File: config.mk
export PLATFORM = sky130hd
export DESIGN_NAME = epd_power_ctrl
export DESIGN_NICKNAME = d
export VERILOG_FILES = /design/src/rtl/epd_pkg.sv /design/src/rtl/epd_control.sv /design/src/rtl/epd_datapath.sv /design/src/rtl/epd_power_ctrl.sv
export SDC_FILE = /design/constraint.sdc
export NUM_CORES = 1
export LEC_CHECK = 0
export ABC_AREA = 1
export CAP_MARGIN = 30
export CORE_UTILIZATION = 37
export DETAILED_ROUTE_END_ITERATION = 8
export PLACE_DENSITY = 0.72
export SLEW_MARGIN = 10
export SYNTH_ARGS = -nofsm -noshare
export SYNTH_HDL_FRONTEND = slang
export SYNTH_SLANG_ARGS = --single-unit
File: constraint.sdc
create_clock -name clk -period 1.1 [get_ports clk]
set_input_delay 0.11 -clock clk [delete_from_list [all_inputs] [get_ports clk]]
set_output_delay 0.11 -clock clk [all_outputs]
set_load 0.01 [all_outputs]
File: src/rtl/epd_pkg.sv
package epd_pkg;
  typedef enum logic [1:0] {
    ST_RUN  = 2'd0,
    ST_DOWN = 2'd1,
    ST_WAKE = 2'd2,
    ST_LOAD = 2'd3
  } pdState_t;

  // Single-cycle strobes from control to datapath
  typedef struct packed {
    logic saveState;
    logic loadState;
    logic wakeEvent;
  } pdStrobe_t;
endpackage

File: src/rtl/epd_control.sv
module epd_control
  import epd_pkg::*;
#(
  parameter int PG_CYCLES = 4
) (
  input  logic      clk,
  input  logic      rstN,
  input  logic      modeEn,
  input  logic      energyOn,
  output pdStrobe_t strobes,
  output logic      dpPowerOn,
  output logic      dpIsolate,
  output logic      txEnable
);
  localparam int CW = (PG_CYCLES > 1) ? $clog2(PG_CYCLES) : 1;
  localparam logic [CW-1:0] PG_LAST = CW'(PG_CYCLES - 1);

  pdState_t state, stateNext;
  logic [CW-1:0] pgCount;

  always_comb begin
    stateNext = state;
    strobes   = '0;
    unique case (state)
      ST_RUN: begin
        if (modeEn && !energyOn) begin
          strobes.saveState = 1'b1;
          stateNext         = ST_DOWN;
        end
      end
      ST_DOWN: begin
        if (!modeEn) begin
          stateNext = ST_WAKE;
        end else if (energyOn) begin
          strobes.wakeEvent = 1'b1;
          stateNext         = ST_WAKE;
        end
      end
      ST_WAKE: begin
        if (pgCount == PG_LAST) stateNext = ST_LOAD;
      end
      ST_LOAD: begin
        strobes.loadState = 1'b1;
        stateNext         = ST_RUN;
      end
      default: stateNext = ST_RUN;
    endcase
  end

  always_ff @(posedge clk or negedge rstN) begin
    if (!rstN) begin
      state   <= ST_RUN;
      pgCount <= '0;
    end else begin
      state <= stateNext;
      if (state != ST_WAKE) pgCount <= '0;
      else if (pgCount != PG_LAST) pgCount <= pgCount + 1'b1;
    end
  end

  assign dpPowerOn = (state != ST_DOWN);
  assign dpIsolate = (state == ST_DOWN) || (state == ST_WAKE);
  assign txEnable  = (state == ST_RUN);
endmodule

File: src/rtl/epd_datapath.sv
module epd_datapath
  import epd_pkg::*;
#(
  parameter int STATE_W     = 8,
  parameter int SYNC_STAGES = 2
) (
  input  logic               clk,
  input  logic               rstN,
  input  logic               energyAsync,
  input  logic [STATE_W-1:0] stateIn,
  input  pdStrobe_t          strobes,
  input  logic               flagClear,
  input  logic               intEnable,
  output logic               energyOn,
  output logic [STATE_W-1:0] stateOut,
  output logic               stateLoad,
  output logic               energyFlag,
  output logic               hostIrq
);
  logic [SYNC_STAGES-1:0] syncChain;
  logic [STATE_W-1:0]     savedState;

  always_ff @(posedge clk or negedge rstN) begin
    if (!rstN) syncChain <= '0;
    else       syncChain <= {syncChain[SYNC_STAGES-2:0], energyAsync};
  end
  assign energyOn = syncChain[SYNC_STAGES-1];

  always_ff @(posedge clk or negedge rstN) begin
    if (!rstN)                  savedState <= '0;
    else if (strobes.saveState) savedState <= stateIn;
  end

  // A wake-up on the same edge as a clear keeps the flag set
  always_ff @(posedge clk or negedge rstN) begin
    if (!rstN)                  energyFlag <= 1'b0;
    else if (strobes.wakeEvent) energyFlag <= 1'b1;
    else if (flagClear)         energyFlag <= 1'b0;
  end

  assign stateOut  = savedState;
  assign stateLoad = strobes.loadState;
  assign hostIrq   = energyFlag & intEnable;
endmodule

File: src/rtl/epd_power_ctrl.sv
module epd_power_ctrl
  import epd_pkg::*;
#(
  parameter int STATE_W   = 8,
  parameter int PG_CYCLES = 4
) (
  input  logic               clk,
  input  logic               rstN,
  input  logic               modeEn,
  input  logic               energyAsync,
  input  logic               intEnable,
  input  logic               flagClear,
  input  logic [STATE_W-1:0] stateIn,
  output logic               energyDetected,
  output logic               dpPowerOn,
  output logic               dpIsolate,
  output logic               txEnable,
  output logic               stateLoad,
  output logic [STATE_W-1:0] stateOut,
  output logic               energyFlag,
  output logic               hostIrq
);
  pdStrobe_t strobes;

  epd_control #(.PG_CYCLES(PG_CYCLES)) u_control (
    .clk       (clk),
    .rstN      (rstN),
    .modeEn    (modeEn),
    .energyOn  (energyDetected),
    .strobes   (strobes),
    .dpPowerOn (dpPowerOn),
    .dpIsolate (dpIsolate),
    .txEnable  (txEnable)
  );

  epd_datapath #(.STATE_W(STATE_W), .SYNC_STAGES(2)) u_datapath (
    .clk         (clk),
    .rstN        (rstN),
    .energyAsync (energyAsync),
    .stateIn     (stateIn),
    .strobes     (strobes),
    .flagClear   (flagClear),
    .intEnable   (intEnable),
    .energyOn    (energyDetected),
    .stateOut    (stateOut),
    .stateLoad   (stateLoad),
    .energyFlag  (energyFlag),
    .hostIrq     (hostIrq)
  );
endmodule

== Word-level counts from Yosys, hierarchy flattened ==
Cells that the tools add are included.

* Memory bits (writable): 0
* Output and inout port bits: 15
* ROM bits: 0
* Logic and storage cells: 39
* Bits in latches: 0
* Bits of input ports: 14
* Flip-flop bits (word level): 15
* Memories: 0

* Shift operators: 0
* Reduce and logical (&&, ||, !) cells: 7
* Mux-type cells: 15
* Equal/unequal tests: 10
* $lt $le $gt $ge: 0
* Multiply operators: 0
* Div/mod/pow operators: 0
* Add/subtract/negate cells: 1
* Bitwise gates (word level): 1

{| class="wikitable"
|+ Operator list
! operator !! number
|-
| two-way mux 2 bit || 6
|-
| two-way mux 1 bit || 8
|-
| one-hot mux 2 bit (4 select lines) || 1
|-
| == test 2 bit, second input constant || 3
|-
| != test 2 x 1 -> 1 bit, second input constant || 3
|-
| != test 2 bit, second input constant || 2
|-
| nonzero test 2 bit || 2
|-
| != test 3 x 2 -> 1 bit, second input constant || 1
|-
| AND reduction 3 bit || 1
|-
| adder 2 x 1 -> 2 bit, second input constant || 1
|-
| == test 2 x 1 -> 1 bit, second input constant || 1
|-
| zero test 2 bit || 1
|-
| bitwise AND 1 bit || 1
|-
| logical AND 1 bit || 1
|-
| zero test 1 bit || 1
|-
| logical OR 1 bit || 1
|}

== Depth between registers and ports, before layout ==
* Depth in word-level cells: 4
* Gate-level depth with buffers: 6
* Depth with buffers taken out: 6

== Modules after synthesis ==
From an unflattened synthesis, not the netlist that was laid out.

* Cell total of the unflattened synthesis: 82
* Area total of the unflattened synthesis: 713.2 sq um

{| class="wikitable"
|+ By module, submodules not included
! module !! times used !! area an instance (sq um) !! cells an instance !! seq. area each (sq um)
|-
| epd_datapath || 1 || 410.4 || 44 || 275.3
|-
| epd_control || 1 || 302.8 || 38 || 100.1
|}

== Worst setup path after synthesis ==
OpenSTA, ideal clock, no wires.

* Path type: reg2reg
* Start point: register u_control.state[0]
* End point: register u_datapath.savedState[5] (netlist: u_datapath.stateOut[5])
* Data arrival time: 1163 ps
* Clock period less this slack: 1281 ps
* Cell stages (with the launch flop): 7
* Path buffers: 1
* Path slack: -181 ps
* Setup time: 118 ps
* Data required time: 982 ps
* Path through: dfrtp_1 > inv_1 > ha_1 > nand3_4 > buf_6 > nand2_1 > o21ai_2

* Longest elaborated chain between the ends: 2

{| class="wikitable"
|+ RTL lines
! what !! RTL line !! source
|-
| from (decl) || epd_control.sv:18 || <nowiki>pdState_t state, stateNext;</nowiki>
|-
| from (signal assigned) || epd_control.sv:55 || <nowiki>state <= stateNext;</nowiki>
|-
| zero test 2 bit || - ||
|-
| named net txEnable || epd_power_ctrl.sv:17 || <nowiki>output logic txEnable,</nowiki>
|-
| two-way mux 1 bit || epd_control.sv:24 || <nowiki>unique case (state)</nowiki>
|-
| to (signal assigned) || epd_datapath.sv:31 || <nowiki>else if (strobes.saveState) savedState <= stateIn;</nowiki>
|-
| to (decl) || epd_datapath.sv:21 || <nowiki>logic [STATE_W-1:0] savedState;</nowiki>
|}

The timed path passes the listed nets, and every way through them passes these cells.
A chain may end at the register's enable or synchronous reset.

== Worst setup path after layout ==
* Start point: register u_control.state[0]
* End point: output port stateLoad

* Longest elaborated chain between the ends: 2

{| class="wikitable"
|+ RTL lines
! what !! RTL line !! source
|-
| == test 2 bit || epd_control.sv:24 ||
|-
| two-way mux 1 bit || epd_control.sv:24 ||
|-
| to (decl) || epd_power_ctrl.sv:18 || <nowiki>output logic stateLoad,</nowiki>
|}

No other way between the ends.

==> results <==
## sequential cells by signal (all words and copies together), names as in the netlist
register               cells
u_control.pgCount          2
u_datapath.syncChain       2
u_control.state            2
u_datapath.energyFlag      1
u_datapath.stateOut        8
## final timing paths
path / startpoint / endpoint / slack (ps)
worst max-delay path: u_control.state[0] / stateLoad / -220
worst min-delay path: rstN / u_datapath.stateOut[2] / 130
worst max register to register: u_control.state[0] / u_control.state[0] / -140
worst min register to register: u_datapath.syncChain[0] / u_datapath.syncChain[1] / 360
max in group asynchronous: rstN / u_control.state[1] / 790
min in group clk: energyAsync / u_datapath.syncChain[0] / 270
## final cells by class
cell class	count	area share (%)
Clock inverter	1	0.375
Timing Repair Buffer	43	30.7
Inverter	18	5.25
Sequential cell	15	28.1
Tap cell	25	2.34
Multi-Input combinational cell	45	31.5
Clock buffer	3	1.69
## layout by cell type (no fill, tap or decap), drive strengths merged
master	instances
nand4	2
nand2	21
clkdlybuf4s15	9
dlygate4sd2	1
nand3	6
o21ai	10
clkbuf	3
buf	20
ha	6
inv	18
clkinv	1
dfrtp	15
clkdlybuf4s50	13
## power breakdown
group	internal [mW]	leakage, nW	switching (mW)
registers	0.764	0.188	0.144
clock network	0.135	0.0177	0.176
logic	1.16	0.446	0.984
total	2.06	0.651	1.30
## worst register-to-register path: cells and delay by family (launching register included)
kind,cells,cell delay (ps)
fa+ha+maj,1,180
flops,1,410
buf+inv,3,280
simple gates,4,260
## Yosys cell counts, drive strengths merged
| cell type | count |
|---|---|
| o21ai | 10 |
| inv | 18 |
| nand3 | 5 |
| dfrtp | 15 |
| nand4 | 2 |
| ha | 6 |
| nand2 | 21 |
| buf | 1 |
## layer usage
layer	global-route usage (%)	share of wire, %	up-vias
li1	-	-	337
met1	21.9	40	332
met2	38.1	54	20
met3	1.57	2.5	6
met4	13.7	3.0	0
met5	0	0	-
## per-stage QoR
stage	cells	setup slack (ps)	cell area [µm²]
2_1_floorplan	78	-34.1	762
3_3_place_gp	135	-235	1100
3_5_place_dp	135	-248	1100
4_1_cts	146	-197	1250
5_1_grt	150	-245	1340
6_report	150	-219	1340
## kinds of logic (layout without fill, tap and decap cells)
kind of cell	after synthesis	count (layout)	synth area share, %
AO/OA/AOI/OAI	10	10	10.8
adder cells (fa/ha/maj)	6	6	10.2
buffers and inverters	19	65	10.7
flip-flops	15	15	50.8
AND/OR/NAND/NOR	28	29	17.5
## repair_timing
action | 4_1_cts | 5_1_grt
gates resized for setup | 55 | 23
buffers inserted | 6 | 4
endpoints found under the hold margin | 0 | 0
hold buffers | 0 | 0
setup endpoints to repair | 27 | 26
pin swaps | 10 | 5
gates cloned | 1 | 0
==> reports/qor.yml <==
synth.avg_cell_area_um2: 9.46
outcome: "finished, violations left"
critical-path-top-delay-family: "flip-flops"
fin_util_pct: 74.1
synth_cell_types: 10
tightest_slew_ps: 370
clkLatencyLatePin_ps: 280
setup_viol: 17
fp.dieW_um: 46.7
final-seq-area_um2: 375
multi_input_area_um2: 420
rsz0062_at_grt: "yes"
worstPathCellList: "buf_6 > buf_6 > ha_4 > buf_6"
clk_path_buf_depth: 2
synth_top_area_share_pct: 50.8
io_pins: 29
hpwl_um: 1130
maxCapViolations: 0
critPathMaxStageDelay_ps: 420
portBuffers: 28
critPathKind: "reg -> out"
fin_crit_ps: 1320
crit_slowest_cell: "dfrtp_1"
cp-start-kind: "register"
cp-end-kind: "output port"
cts_tree: "yes"
yosys_warnings: 0
syn_nets: 98
n_antenna_cell: 0
worstPathMaxFanout: 3
design.die.area_mm2: 0.00218
totalWireLength_um: 1970
power_density_mw_per_mm2: 2520
totalPowerFinal_mw: 3.36
cts_buffers: 3
seq_area_frac_synth_pct: 50.8
clock-root-buffer: "clkbuf_4"
dr.pass1.iters: 3
leakage_nw: 0.651
grt_pass1_wl_um: 3020
gp_congestion: 0.831
start_util_pct: 41.0
peakVddDrop_mv: 1.61
slew-limit-headroom_pct: 75.2
cp.depth: 4
setup_tns_ps: -2210
clk_pin_slew_worst_paths_ps: 90
die_height_um: 46.7
worstPathRequired_ps: 990
core_mm2: 0.00180
vias: 695
critPathArrivalTime_ps: 1210
area_delta_synth_final_pct: 80.8
fillers: 122
synth-seq-cells: 15
drtIter0Drc: 9
maxSlewViolCount: 0
timing.fmax_ghz: 0.758
drc: 0
hold_viol: 0
htreeDepth: 1
grt_pass1_vias: 708
cp_common_cell: "buf_6"
hold_class: "in -> async"
cp.buffers_inverters: 3
routed_via_density: 4.63
violations: "setup timing"
overflow: 0
syn_inst: 78
yosys-top-cells-area: "dfrtp_1, nand2_1, ha_1"
grt_start_max_net_pins: 16
fp-row-count: 15
period_share_pct: 120
postRouteAntennaNets: 0
grtUsageTotal_pct: 20.6
yosysTopAreaCell: "dfrtp_1"
clock-sinks: 15
reg2regPathDepth: 8
fin_skew_ps: 7.47
timing.final.ws_setup_ps: -219
wl_per_cell_um: 13.2
antenna_found_initial: 0
syn_area_um2: 738
layout-drive-gt1-share_pct: 48.0
whs_ps: 133
nets: 146
Power figures use the tool's default switching activity.
